[config.mk]
export PLATFORM = sky130hd
export DESIGN_NAME = xlate_unit
export DESIGN_NICKNAME = d
export VERILOG_FILES = /design/src/rtl/xlate_pkg.sv /design/src/rtl/xlate_dm_store.sv /design/src/rtl/xlate_walker.sv /design/src/rtl/xlate_unit.sv
export SDC_FILE = /design/constraint.sdc
export NUM_CORES = 1
export LEC_CHECK = 0
export CORE_UTILIZATION = 55
export DETAILED_ROUTE_END_ITERATION = 8
export GPL_TIMING_DRIVEN = 1
export PLACE_DENSITY = 0.8
export REMOVE_ABC_BUFFERS = 1
export SETUP_SLACK_MARGIN = 0.02
export SYNTH_ARGS = -nofsm -noshare
export SYNTH_HDL_FRONTEND = slang
export SYNTH_SLANG_ARGS = --single-unit
[constraint.sdc]
create_clock -name clk -period 5.5 [get_ports clk]
set_clock_uncertainty 0.05 [all_clocks]
set_input_delay 1.1 -clock clk [delete_from_list [all_inputs] [get_ports clk]]
set_output_delay 1.1 -clock clk [all_outputs]
set_load 0.05 [all_outputs]
[src/rtl/xlate_pkg.sv]
package xlate_pkg;
  localparam int ADDR_W      = 32;
  localparam int OFF_W       = 12;
  localparam int IDX_W       = 10;
  localparam int VPN_W       = ADDR_W - OFF_W;
  localparam int PFN_W       = ADDR_W - OFF_W;
  localparam int PRESENT_BIT = 0;

  typedef enum logic [1:0] {
    WK_IDLE,
    WK_DIR,
    WK_TBL
  } walk_state_t;
endpackage

[src/rtl/xlate_dm_store.sv]
module xlate_dm_store #(
  parameter int ENTRIES = 2,
  parameter int KEY_W   = 20,
  parameter int DATA_W  = 20
) (
  input  logic              clk,
  input  logic              rst,
  input  logic              flush,
  input  logic [KEY_W-1:0]  lk_key,
  output logic              lk_hit,
  output logic [DATA_W-1:0] lk_data,
  input  logic              wr_en,
  input  logic [KEY_W-1:0]  wr_key,
  input  logic [DATA_W-1:0] wr_data
);
  localparam int IW    = $clog2(ENTRIES);
  localparam int TAG_W = KEY_W - IW;

  logic [ENTRIES-1:0] valid_q;
  logic [TAG_W-1:0]   tag_mem  [ENTRIES];
  logic [DATA_W-1:0]  data_mem [ENTRIES];

  logic [IW-1:0] lk_idx, wr_idx;
  assign lk_idx = lk_key[IW-1:0];
  assign wr_idx = wr_key[IW-1:0];

  // valid bits: reset and flush win over a fill in the same cycle
  always_ff @(posedge clk) begin
    if (rst || flush) valid_q <= '0;
    else if (wr_en)   valid_q[wr_idx] <= 1'b1;
  end

  // tag and payload storage without reset (RAM-friendly)
  always_ff @(posedge clk) begin
    if (wr_en) begin
      tag_mem[wr_idx]  <= wr_key[KEY_W-1:IW];
      data_mem[wr_idx] <= wr_data;
    end
  end

  assign lk_hit  = valid_q[lk_idx] && (tag_mem[lk_idx] == lk_key[KEY_W-1:IW]);
  assign lk_data = data_mem[lk_idx];


  fill_then_hit_chk: assert property (@(posedge clk) disable iff (rst)
    (wr_en && !flush) |=> ((lk_key != $past(wr_key)) || (lk_hit && lk_data == $past(wr_data))));


  flush_clears_chk: assert property (@(posedge clk) disable iff (rst)
    flush |=> !lk_hit);
endmodule

[src/rtl/xlate_walker.sv]
module xlate_walker
  import xlate_pkg::*;
#(
  parameter int CNT_W = 32
) (
  input  logic              clk,
  input  logic              rst,
  input  logic [ADDR_W-1:0] pd_base,
  input  logic              req_valid,
  output logic              req_ready,
  input  logic [ADDR_W-1:0] req_vaddr,
  output logic              rsp_valid,
  output logic [ADDR_W-1:0] rsp_paddr,
  output logic              rsp_fault,
  input  logic              tlb_hit,
  input  logic [PFN_W-1:0]  tlb_pfn,
  input  logic              pdc_hit,
  input  logic [PFN_W-1:0]  pdc_frame,
  output logic              tlb_fill_en,
  output logic [VPN_W-1:0]  tlb_fill_vpn,
  output logic [PFN_W-1:0]  tlb_fill_pfn,
  output logic              pdc_fill_en,
  output logic [IDX_W-1:0]  pdc_fill_dir,
  output logic [PFN_W-1:0]  pdc_fill_frame,
  output logic              mem_req_valid,
  output logic [ADDR_W-1:0] mem_req_addr,
  input  logic              mem_rsp_valid,
  input  logic [ADDR_W-1:0] mem_rsp_data,
  output logic [CNT_W-1:0]  hit_count,
  output logic [CNT_W-1:0]  miss_count,
  output logic [CNT_W-1:0]  read_count
);
  walk_state_t       state_q;
  logic [ADDR_W-1:0] va_q;
  logic              accept, entry_ok;

  logic [IDX_W-1:0] req_dir, req_tbl, va_tbl;
  assign req_dir  = req_vaddr[ADDR_W-1 -: IDX_W];
  assign req_tbl  = req_vaddr[OFF_W +: IDX_W];
  assign va_tbl   = va_q[OFF_W +: IDX_W];
  assign accept   = req_valid && req_ready;
  assign entry_ok = mem_rsp_data[PRESENT_BIT];

  logic unused_entry_bits;
  assign unused_entry_bits = ^mem_rsp_data[OFF_W-1:PRESENT_BIT+1];

  always_ff @(posedge clk) begin
    if (rst) begin
      state_q       <= WK_IDLE;
      va_q          <= '0;
      req_ready     <= 1'b1;
      rsp_valid     <= 1'b0;
      rsp_fault     <= 1'b0;
      rsp_paddr     <= '0;
      mem_req_valid <= 1'b0;
      mem_req_addr  <= '0;
      hit_count     <= '0;
      miss_count    <= '0;
      read_count    <= '0;
    end else begin
      rsp_valid     <= 1'b0;
      mem_req_valid <= 1'b0;
      unique case (state_q)
        WK_IDLE: begin
          if (accept) begin
            va_q <= req_vaddr;
            if (tlb_hit) begin
              rsp_valid <= 1'b1;
              rsp_fault <= 1'b0;
              rsp_paddr <= {tlb_pfn, req_vaddr[OFF_W-1:0]};
              hit_count <= hit_count + CNT_W'(1);
            end else begin
              miss_count    <= miss_count + CNT_W'(1);
              read_count    <= read_count + CNT_W'(1);
              req_ready     <= 1'b0;
              mem_req_valid <= 1'b1;
              if (pdc_hit) begin
                mem_req_addr <= {pdc_frame, req_tbl, 2'b00};
                state_q      <= WK_TBL;
              end else begin
                mem_req_addr <= pd_base + {{(ADDR_W-IDX_W-2){1'b0}}, req_dir, 2'b00};
                state_q      <= WK_DIR;
              end
            end
          end
        end
        WK_DIR: begin
          if (mem_rsp_valid) begin
            if (entry_ok) begin
              mem_req_valid <= 1'b1;
              mem_req_addr  <= {mem_rsp_data[ADDR_W-1:OFF_W], va_tbl, 2'b00};
              read_count    <= read_count + CNT_W'(1);
              state_q       <= WK_TBL;
            end else begin
              rsp_valid <= 1'b1;
              rsp_fault <= 1'b1;
              rsp_paddr <= {{PFN_W{1'b0}}, va_q[OFF_W-1:0]};
              req_ready <= 1'b1;
              state_q   <= WK_IDLE;
            end
          end
        end
        WK_TBL: begin
          if (mem_rsp_valid) begin
            rsp_valid <= 1'b1;
            rsp_fault <= !entry_ok;
            rsp_paddr <= entry_ok ? {mem_rsp_data[ADDR_W-1:OFF_W], va_q[OFF_W-1:0]}
                                  : {{PFN_W{1'b0}}, va_q[OFF_W-1:0]};
            req_ready <= 1'b1;
            state_q   <= WK_IDLE;
          end
        end
        default: state_q <= WK_IDLE;
      endcase
    end
  end

  // fills happen only on a present entry
  assign tlb_fill_en    = (state_q == WK_TBL) && mem_rsp_valid && entry_ok;
  assign tlb_fill_vpn   = va_q[ADDR_W-1:OFF_W];
  assign tlb_fill_pfn   = mem_rsp_data[ADDR_W-1:OFF_W];
  assign pdc_fill_en    = (state_q == WK_DIR) && mem_rsp_valid && entry_ok;
  assign pdc_fill_dir   = va_q[ADDR_W-1 -: IDX_W];
  assign pdc_fill_frame = mem_rsp_data[ADDR_W-1:OFF_W];


  hit_no_walk_chk: assert property (@(posedge clk) disable iff (rst)
    (accept && tlb_hit) |=> (rsp_valid && !rsp_fault && !mem_req_valid));


  busy_not_ready_chk: assert property (@(posedge clk) disable iff (rst)
    mem_req_valid |-> !req_ready);


  single_read_chk: assert property (@(posedge clk) disable iff (rst)
    mem_req_valid |=> !mem_req_valid);


  offset_pass_chk: assert property (@(posedge clk) disable iff (rst)
    rsp_valid |-> (rsp_paddr[OFF_W-1:0] == va_q[OFF_W-1:0]));


  fault_no_fill_chk: assert property (@(posedge clk) disable iff (rst)
    (rsp_valid && rsp_fault) |-> !$past(tlb_fill_en));


  fill_ok_rsp_chk: assert property (@(posedge clk) disable iff (rst)
    tlb_fill_en |=> (rsp_valid && !rsp_fault));
endmodule

[src/rtl/xlate_unit.sv]
module xlate_unit
  import xlate_pkg::*;
#(
  parameter int TLB_ENTRIES = 2,
  parameter int PDC_ENTRIES = 2,
  parameter int CNT_W       = 32
) (
  input  logic              clk,
  input  logic              rst,
  input  logic              flush,
  input  logic [ADDR_W-1:0] pd_base,
  input  logic              req_valid,
  output logic              req_ready,
  input  logic [ADDR_W-1:0] req_vaddr,
  output logic              rsp_valid,
  output logic [ADDR_W-1:0] rsp_paddr,
  output logic              rsp_fault,
  output logic              mem_req_valid,
  output logic [ADDR_W-1:0] mem_req_addr,
  input  logic              mem_rsp_valid,
  input  logic [ADDR_W-1:0] mem_rsp_data,
  output logic [CNT_W-1:0]  hit_count,
  output logic [CNT_W-1:0]  miss_count,
  output logic [CNT_W-1:0]  read_count
);
  logic             tlb_hit, pdc_hit, tlb_fill_en, pdc_fill_en;
  logic [PFN_W-1:0] tlb_pfn, pdc_frame, tlb_fill_pfn, pdc_fill_frame;
  logic [VPN_W-1:0] tlb_fill_vpn;
  logic [IDX_W-1:0] pdc_fill_dir;

  xlate_dm_store #(.ENTRIES(TLB_ENTRIES), .KEY_W(VPN_W), .DATA_W(PFN_W)) u_tlb (
    .clk     (clk),
    .rst     (rst),
    .flush   (flush),
    .lk_key  (req_vaddr[ADDR_W-1:OFF_W]),
    .lk_hit  (tlb_hit),
    .lk_data (tlb_pfn),
    .wr_en   (tlb_fill_en),
    .wr_key  (tlb_fill_vpn),
    .wr_data (tlb_fill_pfn)
  );

  xlate_dm_store #(.ENTRIES(PDC_ENTRIES), .KEY_W(IDX_W), .DATA_W(PFN_W)) u_pdc (
    .clk     (clk),
    .rst     (rst),
    .flush   (flush),
    .lk_key  (req_vaddr[ADDR_W-1 -: IDX_W]),
    .lk_hit  (pdc_hit),
    .lk_data (pdc_frame),
    .wr_en   (pdc_fill_en),
    .wr_key  (pdc_fill_dir),
    .wr_data (pdc_fill_frame)
  );

  xlate_walker #(.CNT_W(CNT_W)) u_walk (
    .clk            (clk),
    .rst            (rst),
    .pd_base        (pd_base),
    .req_valid      (req_valid),
    .req_ready      (req_ready),
    .req_vaddr      (req_vaddr),
    .rsp_valid      (rsp_valid),
    .rsp_paddr      (rsp_paddr),
    .rsp_fault      (rsp_fault),
    .tlb_hit        (tlb_hit),
    .tlb_pfn        (tlb_pfn),
    .pdc_hit        (pdc_hit),
    .pdc_frame      (pdc_frame),
    .tlb_fill_en    (tlb_fill_en),
    .tlb_fill_vpn   (tlb_fill_vpn),
    .tlb_fill_pfn   (tlb_fill_pfn),
    .pdc_fill_en    (pdc_fill_en),
    .pdc_fill_dir   (pdc_fill_dir),
    .pdc_fill_frame (pdc_fill_frame),
    .mem_req_valid  (mem_req_valid),
    .mem_req_addr   (mem_req_addr),
    .mem_rsp_valid  (mem_rsp_valid),
    .mem_rsp_data   (mem_rsp_data),
    .hit_count      (hit_count),
    .miss_count     (miss_count),
    .read_count     (read_count)
  );
endmodule

==> impl_metrics.env <==
export IMPL_rsz0062_at_grt="false"
export IMPL_clockBufferDepth=3
export IMPL_io_pins=265
export IMPL_max_freq_mhz=245.2
export IMPL_ctsHoldBuffers=0
export IMPL_tns_ns=0
export IMPL_hold_violations=0
export IMPL_yosys_warnings=0
export IMPL_final_cell_mix="clkdlybuf4s50_1 (250), dfxtp_1 (202), nand2_1 (161)"
export IMPL_syn_inst=1549
export IMPL_synthesis_area_sq_um=15400
export IMPL_nets=1886
export IMPL_routed_wl_mm=43.10
export IMPL_tightest_slew_ns=1.048
export IMPL_yosysSeqAreaShare=0.5277
export IMPL_ys_types=59
export IMPL_postCtsSetupBuffers=0
export IMPL_wl_met3_mm=3.693
export IMPL_leakage_uw=0.006582
export IMPL_grt_max_degree=85
export IMPL_start_util=0.5668
export IMPL_ys_ff_latch=338
export IMPL_syn_avg_cell_area_sq_um=9.943
export IMPL_dp_worst_setup_slack_ns=0.9464
export IMPL_status="completed"
export IMPL_finalCritPeriodShare=0.7415
export IMPL_final_common_cell="clkdlybuf4s50_1"
export IMPL_cp_end_kind="flip-flop"
export IMPL_slew_headroom=0.2985
export IMPL_drtAntennaViolNets=0
export IMPL_cts_root_buf="clkbuf_16"
export IMPL_gp_congestion=0.9144
export IMPL_antenna_found_initial=2
export IMPL_cts_tree="yes"
export IMPL_power_net_switching_uw=3290
export IMPL_min_period_ns=4.078
export IMPL_core_sq_um=27180
export IMPL_ys_flop_type="dfxtp_1"
export IMPL_async_flop_share=0
export IMPL_setup_viol=0
export IMPL_p_sw_frac=0.3801
export IMPL_clock_latency_ns=0.52
export IMPL_combPwrFrac=0.358
export IMPL_pwr_share_clk=0.277
export IMPL_area_delta_synth_final_pct=26.05
export IMPL_required_ns=5.84
export IMPL_synthTopCellsByArea="edfxtp_1 (27%), dfxtp_1 (26%), a21oi_1 (4.4%)"
export IMPL_cts_num_sinks=338
export IMPL_grt_pass1_vias=12500
export IMPL_drive_gt1_frac=0.06693
export IMPL_cp_start_kind="input port"
export IMPL_power_frac_seq=0.366
export IMPL_drc=0
export IMPL_wl_per_cell_um=19.90
export IMPL_power_density_nw_per_um2=445.8
export IMPL_synth_area_leader_cell="edfxtp_1"
export IMPL_grt_pass1_wl_mm=67.51
export IMPL_dieHeight_um=169.3
export IMPL_highest_layer="met5"
export IMPL_grtUsageTotal=0.2982
export IMPL_hp_class="flip-flop to flip-flop"
export IMPL_peakVddDrop_mv=0.3586
export IMPL_wl_met2_mm=19.76
export IMPL_clk_pin_slew_ns=0.06
export IMPL_yosysTopAreaCellShare=0.2652
export IMPL_die_w_um=169.3
export IMPL_port_buffers=253
export IMPL_worst_slack_ns=1.422
export IMPL_m1WireLength_mm=17.68
export IMPL_crit_arrival_ns=4.42
export IMPL_drv_cap=0
export IMPL_route_vias_total=13300
export IMPL_p_int_uw=5365
export IMPL_path_class="input port to flip-flop"
export IMPL_worst_path_max_fanout=35
export IMPL_cts_resized=0
export IMPL_firstDrtPassIters=7
export IMPL_dieArea_sq_um=28680
export IMPL_drtIter0Drc=1214
export IMPL_hpwl_mm=28.38
export IMPL_via_per_inst=6.140
export IMPL_gr_total_overflow=0
export IMPL_cts_htree_levels=2
export IMPL_rows=60
export IMPL_slew_viol_final=0
export IMPL_cts_buffers=35
export IMPL_synth_edff_count=136
==> metal layers <==
layer / track usage / vias to the layer above
met5: 0 / -
met2: 0.4756 / 642
met4: 0.1394 / 2
li1: - / 6167
met3: 0.05504 / 117
met1: 0.3940 / 6371
==> cell usage after synthesis (all sizes together), types with 32 or more instances <==
library cell,count
clkbuf,74
xnor2,67
nor3,33
nand4,32
a21oi,136
dfxtp,202
nor2,135
nand2,161
nand3,59
edfxtp,136
mux2i,57
a211oi,39
==> per-stage QoR <==
step / total power (uW) / utilization / cell area (sq um) / hold WS (ns) / cells
after floorplan: 5087 / - / 15010 / 0.3800 / 1451
after global placement: 6204 / 0.6717 / 18260 / 0.3910 / 2102
final: 8655 / 0.7144 / 19410 / 0.3982 / 2166
after CTS: 8648 / 0.7143 / 19410 / 0.4001 / 2165
after detailed placement: 6266 / 0.6717 / 18260 / 0.3940 / 2102
after global routing: 9006 / 0.7144 / 19410 / 0.4298 / 2166
==> critical path: stages <==
cell and delay (ns):
buf_2 0.48, buf_4 0.36, mux2i_1 0.39, o22ai_1 0.17, a2111oi_4 0.33, nand4_1 0.49
o21ai_4 0.34, buf_4 0.35, nor4_1 0.12, mux2_2 0.28
==> registers in the layout, indices dropped and copies added, names as in the netlist <==
name                  count
u_walk.read_count        32
u_pdc.tag_mem            18
u_walk.hit_count         32
u_walk.va_q              32
u_walk.rsp_fault          1
u_walk.miss_count        32
u_walk.rsp_valid          1
u_pdc.data_mem           40
u_pdc.valid_q             2
u_walk.req_ready          1
u_walk.mem_req_addr      32
u_walk.state_q            2
u_tlb.valid_q             2
u_walk.mem_req_valid      1
u_tlb.data_mem           40
u_tlb.tag_mem            38
u_walk.rsp_paddr         32
==> path summary, 6_finish.rpt <==
kind                       endpoint  slack (ns)  cells past startpoint                    from
min reg2reg  u_walk.mem_req_addr[8]        0.40                      2  u_walk.mem_req_addr[8]
min          u_walk.mem_req_addr[8]        0.40                      2  u_walk.mem_req_addr[8]
max           u_walk.read_count[28]        1.42                     10           req_vaddr[12]
max reg2reg     u_walk.rsp_paddr[6]        1.96                      6       u_walk.state_q[0]
==> final cells by class <==
type,count,area [sq um]
flip-flops and latches,338,8128
diodes,1,2.502
clock inverters,9,116.4
inverters,27,101.3
clock buffers,54,1041
multi-input cells,1086,6829
fillers,2060,7761
well taps,372,465.4
repair buffers,279,2731
==> cells by family after synthesis <==
kind of cell,count (synthesis),synth area share
AO/OA/AOI/OAI,357,0.1543
XOR/XNOR,82,0.04663
multiplexers,74,0.04947
adder cells (fa/ha/maj),18,0.01511
AND/OR/NAND/NOR,555,0.1746
flip-flops,338,0.5277
buffers and inverters,125,0.03217
==> power groups by stage <==
stage                     registers (uW)  logic [uW]  clock network, uW
after global placement              3190        3010                  0
after detailed placement            3210        3060                  0
after CTS                           3160        3070               2410
final                               3160        3100               2400
after global routing                3190        3290               2520
after floorplan                     3930        1160                  0
No activity file was read; power rests on OpenSTA's default activity.
